==> config.mk <==
export PLATFORM = sky130hd
export DESIGN_NAME = alu8_cc_unit
export DESIGN_NICKNAME = d
export VERILOG_FILES = /design/src/rtl/alu8_pkg.sv /design/src/rtl/alu8_adder.sv /design/src/rtl/alu8_idx_add.sv /design/src/rtl/alu8_flag_unit.sv /design/src/rtl/alu8_cc_unit.sv
export SDC_FILE = /design/constraint.sdc
export NUM_CORES = 1
export LEC_CHECK = 0
export ABC_AREA = 1
export BUFFER_PORTS_ARGS = -buffer_cell sky130_fd_sc_hd__buf_2
export CAP_MARGIN = 10
export CELL_PAD_IN_SITES_DETAIL_PLACEMENT = 0
export CELL_PAD_IN_SITES_GLOBAL_PLACEMENT = 1
export CORE_ASPECT_RATIO = 1.75
export CORE_UTILIZATION = 25
export DETAILED_ROUTE_END_ITERATION = 10
export GPL_TIMING_DRIVEN = 0
export PLACE_DENSITY = 0.6
export SYNTH_ARGS = -nofsm -noshare
export SYNTH_HDL_FRONTEND = slang
export SYNTH_SLANG_ARGS = --single-unit
==> constraint.sdc <==
create_clock -name clk -period 5.4 [get_ports clk]
set_input_delay 1.08 -clock clk [delete_from_list [all_inputs] [get_ports clk]]
set_output_delay 1.08 -clock clk [all_outputs]
set_load 0.01 [all_outputs]
==> src/rtl/alu8_pkg.sv <==
// Package: shared operation codes and flag bit positions for the
// byte datapath. Assumes a 3-bit operation select.
package alu8_pkg;
    typedef enum logic [2:0] {
        OP_ADD  = 3'd0,
        OP_ABA  = 3'd1,
        OP_LOAD = 3'd2,
        OP_TAB  = 3'd3,
        OP_TBA  = 3'd4,
        OP_TFR  = 3'd5,
        OP_ABX  = 3'd6,
        OP_RSV  = 3'd7
    } alu_op_e;

    localparam int FB_C = 0;
    localparam int FB_V = 1;
    localparam int FB_Z = 2;
    localparam int FB_N = 3;
    localparam int FB_I = 4;
    localparam int FB_H = 5;
    localparam int FB_X = 6;
    localparam int FB_S = 7;
    localparam int FLAG_W = 8;

    // Mask of the bits that are never written by any operation.
    localparam logic [FLAG_W-1:0] HOLD_MASK =
        FLAG_W'((1 << FB_S) | (1 << FB_X) | (1 << FB_I));
endpackage

==> src/rtl/alu8_adder.sv <==
// Module: alu8_adder
// Purpose: unsigned add of two W-bit operands with carry-out, carry out of
// the low nibble and two's-complement overflow. Purely combinational.
// Assumes W >= 5 so that a nibble boundary exists.
module alu8_adder #(
    parameter int W = 8
) (
    input  logic [W-1:0] a,
    input  logic [W-1:0] b,
    output logic [W-1:0] sum,
    output logic         carry,
    output logic         half,
    output logic         ovf
);
    localparam int NIB = 4;

    logic [W:0]   full;
    logic [NIB:0] low;

    // Full-width sum and carry out of the top bit.
    always_comb begin
        full  = {1'b0, a} + {1'b0, b};
        sum   = full[W-1:0];
        carry = full[W];
    end

    // Carry from the low nibble into the next bit.
    always_comb begin
        low  = {1'b0, a[NIB-1:0]} + {1'b0, b[NIB-1:0]};
        half = low[NIB];
    end

    // Signed overflow: same operand signs, different result sign.
    always_comb begin
        ovf = (a[W-1] == b[W-1]) && (sum[W-1] != a[W-1]);
    end
endmodule

==> src/rtl/alu8_idx_add.sv <==
// Module: alu8_idx_add
// Purpose: adds a zero-extended AW-bit accumulator into an IW-bit index,
// wrapping modulo 2**IW. Combinational. Assumes IW > AW.
module alu8_idx_add #(
    parameter int IW = 16,
    parameter int AW = 8
) (
    input  logic [IW-1:0] idx,
    input  logic [AW-1:0] acc,
    output logic [IW-1:0] sum
);
    localparam int PAD = IW - AW;

    // Zero-extend the accumulator and add.
    always_comb begin
        sum = idx + {{PAD{1'b0}}, acc};
    end
endmodule

==> src/rtl/alu8_flag_unit.sv <==
// Module: alu8_flag_unit
// Purpose: computes candidate flag values for the chosen operation and
// merges them into the old flag byte through a per-operation mask.
// Assumes the flag layout of alu8_pkg; held bits are never in a mask.
module alu8_flag_unit
    import alu8_pkg::*;
#(
    parameter int W = 8
) (
    input  alu_op_e           op,
    input  logic [W-1:0]      res,
    input  logic              add_c,
    input  logic              add_h,
    input  logic              add_v,
    input  logic [FLAG_W-1:0] old_ccr,
    output logic [FLAG_W-1:0] new_ccr
);
    logic [FLAG_W-1:0] calc;
    logic [FLAG_W-1:0] upd;

    // Candidate flag values, valid only where the mask selects them.
    always_comb begin
        calc       = '0;
        calc[FB_N] = res[W-1];
        calc[FB_Z] = (res == '0);
        calc[FB_C] = add_c;
        calc[FB_H] = add_h;
        calc[FB_V] = (op == OP_ADD || op == OP_ABA) ? add_v : 1'b0;
    end

    // Per-operation update mask.
    always_comb begin
        upd = '0;
        unique case (op)
            OP_ADD, OP_ABA: begin
                upd[FB_H] = 1'b1;
                upd[FB_N] = 1'b1;
                upd[FB_Z] = 1'b1;
                upd[FB_V] = 1'b1;
                upd[FB_C] = 1'b1;
            end
            OP_LOAD, OP_TAB, OP_TBA: begin
                upd[FB_N] = 1'b1;
                upd[FB_Z] = 1'b1;
                upd[FB_V] = 1'b1;
            end
            default: upd = '0;
        endcase
        upd = upd & ~HOLD_MASK;
    end

    // Merge the masked candidates into the old byte.
    always_comb begin
        new_ccr = (old_ccr & ~upd) | (calc & upd);
    end
endmodule

==> src/rtl/alu8_cc_unit.sv <==
// Module: alu8_cc_unit (top)
// Purpose: registers the byte result, the index sum and the condition-code
// byte for one add/transfer operation per enabled clock edge.
// Assumes a synchronous active-low reset and a sequencer that presents the
// operands together with op_sel and wr_en for one cycle.
module alu8_cc_unit
    import alu8_pkg::*;
#(
    parameter int               DW        = 8,
    parameter int               IW        = 16,
    parameter logic [FLAG_W-1:0] CCR_RESET = 8'hD0
) (
    input  logic          clk,
    input  logic          rst_n,
    input  logic          wr_en,
    input  logic [2:0]    op_sel,
    input  logic [DW-1:0] opa,
    input  logic [DW-1:0] opb,
    input  logic [IW-1:0] idx_in,
    output logic [DW-1:0] result,
    output logic [IW-1:0] idx_out,
    output logic [FLAG_W-1:0] ccr
);
    alu_op_e           op;
    logic [DW-1:0]     add_sum;
    logic              add_c;
    logic              add_h;
    logic              add_v;
    logic [DW-1:0]     res_nxt;
    logic [IW-1:0]     idx_nxt;
    logic [FLAG_W-1:0] ccr_nxt;
    logic              res_we;
    logic              idx_we;
    logic              ccr_we;

    // Decode the raw select into the operation type.
    always_comb begin
        op = alu_op_e'(op_sel);
    end

    alu8_adder #(.W(DW)) u_add (
        .a     (opa),
        .b     (opb),
        .sum   (add_sum),
        .carry (add_c),
        .half  (add_h),
        .ovf   (add_v)
    );

    alu8_idx_add #(.IW(IW), .AW(DW)) u_idx (
        .idx (idx_in),
        .acc (opb),
        .sum (idx_nxt)
    );

    // Result selection per operation.
    always_comb begin
        unique case (op)
            OP_ADD, OP_ABA:   res_nxt = add_sum;
            OP_LOAD, OP_TBA:  res_nxt = opb;
            OP_TAB, OP_TFR:   res_nxt = opa;
            default:          res_nxt = result;
        endcase
    end

    alu8_flag_unit #(.W(DW)) u_flag (
        .op      (op),
        .res     (res_nxt),
        .add_c   (add_c),
        .add_h   (add_h),
        .add_v   (add_v),
        .old_ccr (ccr),
        .new_ccr (ccr_nxt)
    );

    // Write enables for each register.
    always_comb begin
        res_we = wr_en && (op != OP_ABX) && (op != OP_RSV);
        idx_we = wr_en && (op == OP_ABX);
        ccr_we = wr_en && (op != OP_RSV);
    end

    // State registers with synchronous reset.
    always_ff @(posedge clk) begin
        if (!rst_n) begin
            result  <= '0;
            idx_out <= '0;
            ccr     <= CCR_RESET;
        end else begin
            if (res_we) result  <= res_nxt;
            if (idx_we) idx_out <= idx_nxt;
            if (ccr_we) ccr     <= ccr_nxt;
        end
    end

    // Control bits S, X, I never move once out of reset.
    p_ctl_bits_held_r8: assert property (@(posedge clk) disable iff (!rst_n)
        $past(rst_n) |-> (ccr[FB_S] == $past(ccr[FB_S]) && ccr[FB_X] == $past(ccr[FB_X])
                          && ccr[FB_I] == $past(ccr[FB_I])));

    // Disabled or reserved cycle changes nothing.
    p_idle_no_change_r9: assert property (@(posedge clk) disable iff (!rst_n)
        (!wr_en || op_sel == 3'd7) |=> ($stable(result) && $stable(idx_out) && $stable(ccr)));

    // Transfer and index add keep the flag byte.
    p_keep_flags_r6: assert property (@(posedge clk) disable iff (!rst_n)
        (wr_en && (op_sel == 3'd5 || op_sel == 3'd6)) |=> $stable(ccr));

    // Index add leaves the result alone.
    p_abx_result_r7: assert property (@(posedge clk) disable iff (!rst_n)
        (wr_en && op_sel == 3'd6) |=> $stable(result));

    // Loads and copies clear V and keep H and C.
    p_load_v_clear_r5: assert property (@(posedge clk) disable iff (!rst_n)
        (wr_en && op_sel >= 3'd2 && op_sel <= 3'd4)
        |=> (!ccr[FB_V] && $stable(ccr[FB_H]) && $stable(ccr[FB_C])));

    // Z and N agree with the new result after flag-writing ops.
    p_zn_match_r4: assert property (@(posedge clk) disable iff (!rst_n)
        (wr_en && op_sel <= 3'd4)
        |=> (ccr[FB_Z] == (result == '0) && ccr[FB_N] == result[DW-1]));
endmodule

Word level (Yosys, flattened, before mapping)
Index checks and enable logic that the tools add are counted.

storage, ports and cells
  flip-flop bits (word level) = 32
  latch bits = 0
  memory bits (writable) = 0
  memory bits (read-only) = 0
  input bits = 38
  output and inout bits = 32
  word-level logic and storage cells = 36
  memories = 0

operators by class
  add/subtract/negate cells = 3
  multipliers = 0
  div/mod/pow operators = 0
  order comparisons = 0
  equal/unequal tests = 10
  shift-type cells = 0
  multiplexer cells = 4
  bitwise operators = 4
  reduce and logical (&&, ||, !) cells = 12

operators with widths
  kind                number
  $pmux 8 s3          1
  $add 16x8->16       1
  $add 8x8->9         1
  $eq 3x3->1 const B  3
  $and 8x8->8         1
  $logic_not 8->1     1
  $not 6->8           1
  $or 8x8->8          1
  $and 6x6->6         1
  $eq 3x2->1 const B  2
  $ne 3x3->1 const B  2
  $reduce_or 2->1     3
  $add 4x4->5         1
  $logic_and 1x1->1   5
  $reduce_or 5->1     1
  $eq 3x1->1 const B  1
  $logic_not 3->1     1
  $mux 3              1
  $mux 1              2
  $eq 1x1->1          1
  $logic_or 1x1->1    1
  $ne 1x1->1          1

Depth between registers and ports, before layout
Gate-level depths: netlist (run 1).

  depth after elaboration = 6
  gate-level depth with buffers = 14
  depth with buffers taken out = 14

Modules after synthesis
From an unflattened synthesis (run 1), not the netlist that was laid out.

second synthesis, totals
  cells, all modules = 401
  area, all modules = 2638.8 µm²

modules (own cells, without submodules)
  module          instances  cells an instance  area an instance (µm²)  sequential area each (µm²)
  alu8_cc_unit    1          192                1487.7                  640.6
  alu8_idx_add    1          126                656.9                   0.0
  alu8_adder      1          55                 370.4                   0.0
  alu8_flag_unit  1          28                 123.9                   0.0

Worst setup path before layout (run 1)
No wires, ideal clock.

  path kind = input to register
  start = input opb[0]
  end = register idx_out[14]
  arrival time = 2.536 ns
  required time = 5.287 ns
  path slack = 2.751 ns
  cell stages on the path = 12
  buffers on the path = 0
  cell sequence = ha_1 -> inv_1 -> fa_1 -> nand3b_1 -> nand2_1 -> nand4_1 -> nand2_1 -> nand2_1 -> o21ai_0 -> nand2_1 -> o21ai_1 -> inv_1

on the way
  cells in the longest elaborated chain, start to end = 1

RTL lines
  what                    RTL line            source
  start: declaration      alu8_cc_unit.sv:18  input logic [DW-1:0] opb,
  $add 16x8->16           alu8_idx_add.sv:16  sum = idx + {{PAD{1'b0}}, acc};
  end signal: assignment  alu8_cc_unit.sv:91  if (idx_we) idx_out <= idx_nxt;
  end: declaration        alu8_cc_unit.sv:21  output logic [IW-1:0] idx_out,

Every way passes these cells.
A chain may end at the register's enable or synchronous reset.

==> impl_results.md, run 1 <==
- Core area: 9036 sq um
- RSZ-0062 raised after global routing: false
- Gate power share: 27.2%
- Commonest non-fill, non-tap cells in the layout: nand2_1, buf_2, inv_1
- PortBufs: 65
- Setup bufs post-CTS: 0
- Detail Route met2 WL: 4.197 mm
- Critical path arrival: 3.01 ns
- # DRC: 0
- Synth Instances: 359
- Initial antenna violation count: 0
- Routability Congestion: 0.7937
- Post-route ant nets: 0
- Largest cells by area after synthesis: dfxtp_1, nand2_1, inv_1, ha_1, nand3_1
- Max_cap viols: 0
- Largest net degree at the start of global routing: 11
- N_diodes: 0
- DP HPWL: 6.468 mm
- Seq/Total Area, Yosys: 25.15%
- Mapped Area: 2308 sq um
- Longest Clk Path Bufs: 2
- Tot Pwr: 686.6 uW
- H-tree lvl count: 2
- Post-placement cell count: 546
- Post-DR wirelength/cell: 14.07 um
- Synth area leader: dfxtp_1
- Hold_ws: 0.4801 ns
- Period utilisation layout: 52.02%
- # nets final: 489
- Post_cts resized: 0
- Via count: 2,539
- Clk_skew: 0.001945 ns
- Vias in the first global route: 2,428
- Final Core Density: 32.47%
- Gr ovfl total: 0
- Fillers: 1,053
- Pwr dens: 234.0 nW/um^2
- CP required: 5.60 ns
- DRT iter0 DRCs: 82
- Top-level I/O count: 70
- Total Neg Setup Slack: 0 ns
- Relative slew slack: 62.75%
- Fmax: 356.0 MHz
- Fin cells: 553
- Routed vias/inst: 4.591
- Multi-input gate area: 1446 sq um
- Min Tclk post-route: 2.809 ns
- Max VDD drop: 0.0001541 V
- Int Pwr: 475.0 uW
- Starting density of the core: 25.55%
- Synth unique cells: 34
- Startpoint class of the critical path: input port
- Die H: 129.1 um
- Status: complete, no violations
- Later-pin clock latency in the skew report: 0.27 ns
- Root Buffer: clkbuf_16
- Met3 Wirelength: 336 um
- CP max FO: 3
- CP endpoint kind: register
- Commonest non-fill, non-tap cell in the layout: nand2_1
- Die area: 9638 sq um
- Final hold vios: 0
- Clk slew on worst S/H paths: 0.05 ns
- Fin. max-slew vios: 0
- Net switching power: 211.6 uW
- CTS tree: built
- Switching Fraction: 30.82%
- 1st-pass router iterations: 4
- First-pass GRT wire length: 12.04 mm
- CTS Hold Bufs: 0
- Clock Sinks: 29
- Setup-failing EPs final: 0
- YS warnings: 0
- Met1 WL: 2.908 mm
- Num CTS Buffers: 5
- Clock power frac: 39.0%
- Final WL: 7.781 mm
- Avg Cell Area, Syn: 6.430 sq um
- Worst-margin pin slew: 0.5588 ns
- FF+latch area: 580.6 sq um
- Seq cells post-synth: 29
- Yosys top cell area share: 25.15%
- DIE WIDTH: 74.64 um
- Static leakage: 1.624 nW
- Share of layout cells above drive strength 1: 21.25%
- WS Path Type: in2reg
- Site Rows: 46
- Top sig layer: met4
- Tot GR Track Use: 16.79%
- Area Overhead vs Synth: 27.10%
- Hold WC Path Type: reg2reg
- Seq pwr share: 33.8%
cell type report:
class	instances	share of cell area, %
tap	120	5.117
buffer	10	2.473
clock buffer	7	4.861
multi-input combinational	265	49.30
timing repair buffer	65	11.09
inverter	57	7.377
sequential	29	19.79
through the flow:
step	area [sq um]	worst slack (ns)
floorplan	2316	2.751
global placement	2791	2.294
detailed placement	2791	2.294
CTS	2934	2.578
global route	2934	2.382
finish	2934	2.591
worst max-delay path: stages:
cell and delay [ns]:
buf_2 0.12, ha_1 0.23, inv_1 0.07, fa_1 0.38, inv_1 0.12, a21oi_1 0.14
nor2_1 0.11, nor2_1 0.05, nor2_1 0.24, nand2_1 0.12, nor2_1 0.14, nand3_1 0.10
a21oi_2 0.11
worst paths after layout:
path / start / endpoint / slack (ns) / cells after the start
setup / recovery: opb[0] / register / 2.59 / 13
hold / removal: register / register / 0.48 / 2
setup reg to reg: result[0] / register / 4.15 / 8
hold reg to reg: register / register / 0.48 / 2
per-layer routing:
metal | track usage [%] | vias up
met5 | 0 | -
met3 | 2.799 | 17
met2 | 31.90 | 61
met1 | 17.09 | 1146
met4 | 7.769 | 0
li1 | - | 1315
synth_stat cells:
cell / instances
nand2_1: 69
inv_1: 55
nor2_1: 44
nand3_1: 34
dfxtp_1: 29
o21ai_0: 25
a21oi_1: 22
ha_1: 16
nand4_1: 11
xor2_1: 10
nor3_1: 4
o21ai_1: 4
or2_2: 4
buf_4: 3
buf_6: 3
clkbuf_1: 3
nand3b_1: 3
fa_1: 2
nand2_2: 2
o211ai_1: 2
a211oi_1: 1
a21boi_0: 1
a21oi_2: 1
a31oi_1: 1
buf_2: 1
conb_1: 1
inv_2: 1
inv_4: 1
nand3_2: 1
nand4_2: 1
nor2_2: 1
nor2_4: 1
nor3_4: 1
o21a_1: 1
power by group through the flow:
stage          clock network, mW  logic [mW]  registers, mW
6_report                   0.268       0.187          0.232
2_1_floorplan                  0       0.114          0.240
4_1_cts                    0.276       0.189          0.232
3_5_place_dp                   0       0.188          0.236
5_1_grt                    0.285       0.212          0.233
3_3_place_gp                   0       0.187          0.237
cell families (layout without fill, tap and decap cells):
kind of cell             after synthesis  in the layout  share of synthesized area, %
flip-flops                            29             29                         25.15
adder cells (fa/ha/maj)               18             18                         10.41
buffers and inverters                 67            139                         12.52
XOR/XNOR                              10             10                         3.794
other                                  1              3                        0.1624
AO/OA/AOI/OAI                         58             58                         13.33
AND/OR/NAND/NOR                      176            176                         34.63
(Power assumes the default switching activity.)
==> run 2: changes to the inputs <==
--- a/config.mk
+++ b/config.mk
@@ -14,7 +14,7 @@
 export CORE_UTILIZATION = 25
 export DETAILED_ROUTE_END_ITERATION = 10
 export GPL_TIMING_DRIVEN = 0
-export PLACE_DENSITY = 0.6
+export PLACE_DENSITY = 0.62
 export SYNTH_ARGS = -nofsm -noshare
 export SYNTH_HDL_FRONTEND = slang
 export SYNTH_SLANG_ARGS = --single-unit
==> constraint.sdc (replaced) <==
create_clock -name clk -period 2.45 [get_ports clk]
set_input_delay 0.49 -clock clk [delete_from_list [all_inputs] [get_ports clk]]
set_output_delay 0.49 -clock clk [all_outputs]
set_load 0.01 [all_outputs]
==> run 2 against run 1 <==
  * Via count is 0.20% lower
  * Cell area hardly changed
  * Count of clock-buffer cells in the layout is 2 lower
  * Setup slack worse by 2.4 ns
  * Non-clock buffer count stayed put
  * Final cell count is 0.18% higher
  * Combinational power is 120% higher
  * Critical path type unchanged
  * Largest power group unchanged
==> impl_results.md, run 2 (synthesis gave the netlist of run 1 again) <==
- Status: complete, no violations
- Initial antenna violation count: 0
- WS Path Type: in2reg
- Fin cells: 554
- Site Rows: 46
- Critical path arrival: 2.39 ns
- CP endpoint kind: register
- Clock Sinks: 29
- Fillers: 1,064
- Pwr dens: 513.5 nW/um^2
- # nets final: 489
- Core area: 9036 sq um
- H-tree lvl count: 2
- Final setup margin: 0.2300 ns
- First-pass GRT wire length: 11.98 mm
- # DRC: 0
- Largest net degree at the start of global routing: 11
- Max VDD drop: 0.0004048 V
- DRT iter0 DRCs: 143
- CP max stage delay: 0.40 ns
- Routed vias/inst: 4.574
- Later-pin clock latency in the skew report: 0.27 ns
- Top-level I/O count: 70
- Post-route ant nets: 0
- Crit-path slowest cell: fa_1
- Static leakage: 1.624 nW
- Clk_skew: 0.002775 ns
- Longest Clk Path Bufs: 2
- Die area: 9638 sq um
- CP max FO: 3
- Post-placement cell count: 546
- CP cell instances: buf_2 -> ha_1 -> inv_1 -> fa_1 -> nand3b_1 -> nand2_1 -> nand4_1 -> nand2_2 -> nand2_1 -> o21ai_0 -> nand2_1 -> o21ai_1 -> inv_1
- Tot Pwr: 1.508 mW
- Share of layout cells above drive strength 1: 21.89%
- Post-DR wirelength/cell: 13.83 um
- Setup bufs post-CTS: 0
- Area Overhead vs Synth: 27.21%
- Starting density of the core: 25.55%
- CTS tree: built
- CTS Hold Bufs: 0
- CP dominant cell by count: nand2_1
- Period utilisation layout: 90.61%
- Commonest non-fill, non-tap cell in the layout: nand2_1
- Final Core Density: 32.50%
- Max_cap viols: 0
- Gr ovfl total: 0
- CP required: 2.62 ns
- 1st-pass router iterations: 4
- Worst-margin pin slew: 0.5449 ns
- Depth of the worst hold-timing path: 2
- Final WL: 7.662 mm
- DIE WIDTH: 74.64 um
- DP HPWL: 6.398 mm
- PortBufs: 65
- Routability Congestion: 0.7690
- Tot GR Track Use: 16.67%
- Num CTS Buffers: 5
- Root Buffer: clkbuf_16
- Fmax: 450.4 MHz
- Startpoint class of the critical path: input port
- Cell family with most CP delay: simple AND/OR/NAND/NOR gates
- N_diodes: 0
- Die H: 129.1 um
- DP Worst Slack: -0.1036 ns
- Vias in the first global route: 2,451
- Fin. max-slew vios: 0
- RSZ-0062 raised after global routing: false
- Commonest non-fill, non-tap cells in the layout: nand2_1, buf_2, inv_1
- Hold WC Path Type: reg2reg
- Post_cts resized: 0
- Via count: 2,534
- Buffers and inverters on the worst path: 3
- Min Tclk post-route: 2.220 ns
- R2R cell count: 8
- Setup-failing EPs final: 0
- Total Neg Setup Slack: 0 ns
- Final hold vios: 0
- Clk slew on worst S/H paths: 0.05 ns
- Relative slew slack: 63.67%
- Worst path depth: 13
[run 2: layout make-up]
class                   instances  area [sq um]  area share [%]
plain buffers                  10         72.57           2.471
clock buffers                   5         125.1           4.261
clock inverters                 3         17.52          0.5965
inverters                      57         216.5           7.371
multi-input cells             265          1449           49.34
flip-flops and latches         29         580.6           19.77
well taps                     120         150.1           5.113
repair buffers                 65         325.3           11.08
[run 2: worst paths after layout]
path | start | endpoint | slack, ns
max | opb[0] | idx_out[14] | 0.23
min | register | register | 0.49
max reg2reg | result[0] | register | 1.24
min reg2reg | register | register | 0.49
[run 2: through the flow]
step                instance area (sq um)  hold WS, ns
floorplan                            2316       0.4897
global placement                     2791       0.4827
detailed placement                   2791       0.4828
CTS                                  2934       0.4917
global route                         2937       0.5107
finish                               2937       0.4904
[run 2: layer usage]
metal  vias up  share of wire, %  track usage [%]
met3        10               4.7            3.188
met1      1150                38            17.15
met5         -                 0                0
met4         0               2.1            5.549
li1       1309                 -                -
met2        65                55            32.22
[run 2: power by group]
group	leakage (nW)	switching [mW]	internal [mW]	total [mW]
combinational	1.32	0.258	0.153	0.411
sequential	0.237	0.0149	0.496	0.511
clock	0.0696	0.214	0.371	0.586
total	1.62	0.487	1.02	1.51
[run 2: tightest hold or removal path: cells and delay by family (launching register included)]
kind	cells	cell delay, ns
DFF	1	0.32
and+or+nand+nor	1	0.07
AOI/OAI and AO/OA	1	0.05
==> run 3: changes to the inputs <==
--- a/config.mk
+++ b/config.mk
@@ -8,13 +8,11 @@
 export ABC_AREA = 1
 export BUFFER_PORTS_ARGS = -buffer_cell sky130_fd_sc_hd__buf_2
 export CAP_MARGIN = 10
-export CELL_PAD_IN_SITES_DETAIL_PLACEMENT = 0
-export CELL_PAD_IN_SITES_GLOBAL_PLACEMENT = 1
 export CORE_ASPECT_RATIO = 1.75
 export CORE_UTILIZATION = 25
 export DETAILED_ROUTE_END_ITERATION = 10
 export GPL_TIMING_DRIVEN = 0
-export PLACE_DENSITY = 0.62
+export PLACE_DENSITY = 0.46
 export SYNTH_ARGS = -nofsm -noshare
 export SYNTH_HDL_FRONTEND = slang
 export SYNTH_SLANG_ARGS = --single-unit
==> run 3 against run 2 <==
  * Sequential power about the same
  * Global-route usage rose by 0.24 points
  * Count of clock-buffer cells in the layout rose by 2
  * Maximum frequency rose by 0.32%
  * First-iteration DRC count is 18% lower
  * Hold slack worse by 0.0094 ns
  * Utilization rose by 0.14 points
  * Die area unchanged
  * Setup slack gained 0.0071 ns
  * Critical path type unchanged
  * Largest cell class unchanged
==> impl_results.md, run 3 (synthesis gave the netlist of run 1 again) <==
- Critical path arrival: 2.38 ns
- # nets final: 489
- Relative slew slack: 63.40%
- CP endpoint kind: register
- CP cell instances: buf_2 -> ha_1 -> inv_1 -> fa_1 -> nand3b_1 -> nand2_1 -> nand4_1 -> nand2_1 -> nand2_1 -> o21ai_0 -> nand2_1 -> o21ai_1 -> inv_1
- Worst-margin pin slew: 0.5491 ns
- Die area: 9638 sq um
- Setup bufs post-CTS: 0
- Num CTS Buffers: 5
- Seq pwr share: 32.8%
- DIE WIDTH: 74.64 um
- Int Pwr: 1.078 mW
- Clk slew on worst S/H paths: 0.05 ns
- Later-pin clock latency in the skew report: 0.27 ns
- Status: complete, no violations
- Post_cts resized: 0
- Commonest non-fill, non-tap cells in the layout: nand2_1, buf_2, inv_1
- First-pass GRT wire length: 12.08 mm
- DP Worst Slack: -0.05152 ns
- Max_cap viols: 0
- CTS tree: built
- Commonest non-fill, non-tap cell in the layout: nand2_1
- 1st-pass router iterations: 6
- Switching Fraction: 30.84%
- Post-placement cell count: 546
- Share of layout cells above drive strength 1: 21.66%
- Tot GR Track Use: 16.91%
- WS Path Type: in2reg
- Final hold vios: 0
- Longest Clk Path Bufs: 2
- Final setup margin: 0.2371 ns
- Core area: 9036 sq um
- N_diodes: 0
- Routed vias/inst: 4.635
- CP max FO: 3
- Crit-path slowest cell: fa_1
- H-tree lvl count: 2
- Post-DR wirelength/cell: 13.86 um
- CP max stage delay: 0.39 ns
- Gate power share: 26.4%
- Min Tclk post-route: 2.213 ns
- Largest net degree at the start of global routing: 11
- Max VDD drop: 0.0002983 V
- Static leakage: 1.634 nW
- Initial antenna violation count: 0
- Clock power frac: 40.8%
- Starting density of the core: 25.55%
- Fmax: 451.9 MHz
- RSZ-0062 raised after global routing: false
- DP Area: 2791 sq um
- CTS Hold Bufs: 0
- Fin cells: 554
- Post-route ant nets: 0
- Via count: 2,568
- Hold WC Path Type: reg2reg
- CP required: 2.62 ns
- Final WL: 7.676 mm
- Clk_skew: 0.002460 ns
- Pwr dens: 528.8 nW/um^2
- Tot Pwr: 1.559 mW
- Routability Congestion: 0.8482
- Gr ovfl total: 0
- PortBufs: 65
- Period utilisation layout: 90.32%
- Net switching power: 481.0 uW
- Site Rows: 46
- DP HPWL: 6.347 mm
- Top-level I/O count: 70
- # DRC: 0
- Vias in the first global route: 2,500
- Setup-failing EPs final: 0
- Fin. max-slew vios: 0
- Startpoint class of the critical path: input port
- Die H: 129.1 um
- Area Overhead vs Synth: 27.75%
- DRT iter0 DRCs: 117
- CP dominant cell by count: nand2_1
- Root Buffer: clkbuf_16
- Clock Sinks: 29
- Hold_ws: 0.4810 ns
- Final Instance Area: 2949 sq um
## run 3: cell count changes in the layout (fill, tap and decap cells not counted), sizes merged
cell / delta
clkinvlp: -1
clkbuf: +2
clkinv: -1
## run 3: final timing paths
kind | from | end | slack [ns] | cells after the start
worst max-delay path | opb[0] | idx_out[14] | 0.24 | 13
worst min-delay path | register | register | 0.48 | 2
worst max register to register | result[0] | register | 1.23 | 8
worst min register to register | register | register | 0.48 | 2
## run 3: critical path, delay by kind of cell
family / cells / cell delay (ns)
and+or+nand+nor: 6 / 0.77
adders and majority gates: 2 / 0.58
buffers and inverters: 3 / 0.22
AOI/OAI and AO/OA: 2 / 0.30
## run 3: layer usage
metal / GRT usage (%) / part of all wire [%] / up-vias
met5: 0 / 0 / -
met4: 9.101 / 5.0 / 0
met3: 3.655 / 5.0 / 21
met2: 30.68 / 53 / 71
met1: 17.46 / 37 / 1165
li1: - / - / 1311
## run 3: cell type report
class / instances / area [sq um]
plain buffers: 10 / 72.57
inverters: 57 / 216.5
clock buffers: 7 / 152.6
flip-flops and latches: 29 / 580.6
fillers: 1032 / 6087
well taps: 120 / 150.1
repair buffers: 65 / 325.3
multi-input cells: 265 / 1446
clock inverters: 1 / 5.005
## run 3: power groups by stage
stage / sequential (mW) / clock (mW) / combinational (mW)
final: 0.511 / 0.637 / 0.411
after detailed placement: 0.521 / 0 / 0.415
after CTS: 0.511 / 0.646 / 0.417
after global routing: 0.513 / 0.676 / 0.470
after global placement: 0.521 / 0 / 0.412
after floorplan: 0.529 / 0 / 0.252
## run 3: through the flow
step	TNS (ns)	util, %
after floorplan	0	-
after global placement	-0.01467	30.89
after detailed placement	-0.05152	30.89
after CTS	0	32.64
after global routing	0	32.64
final	0	32.64
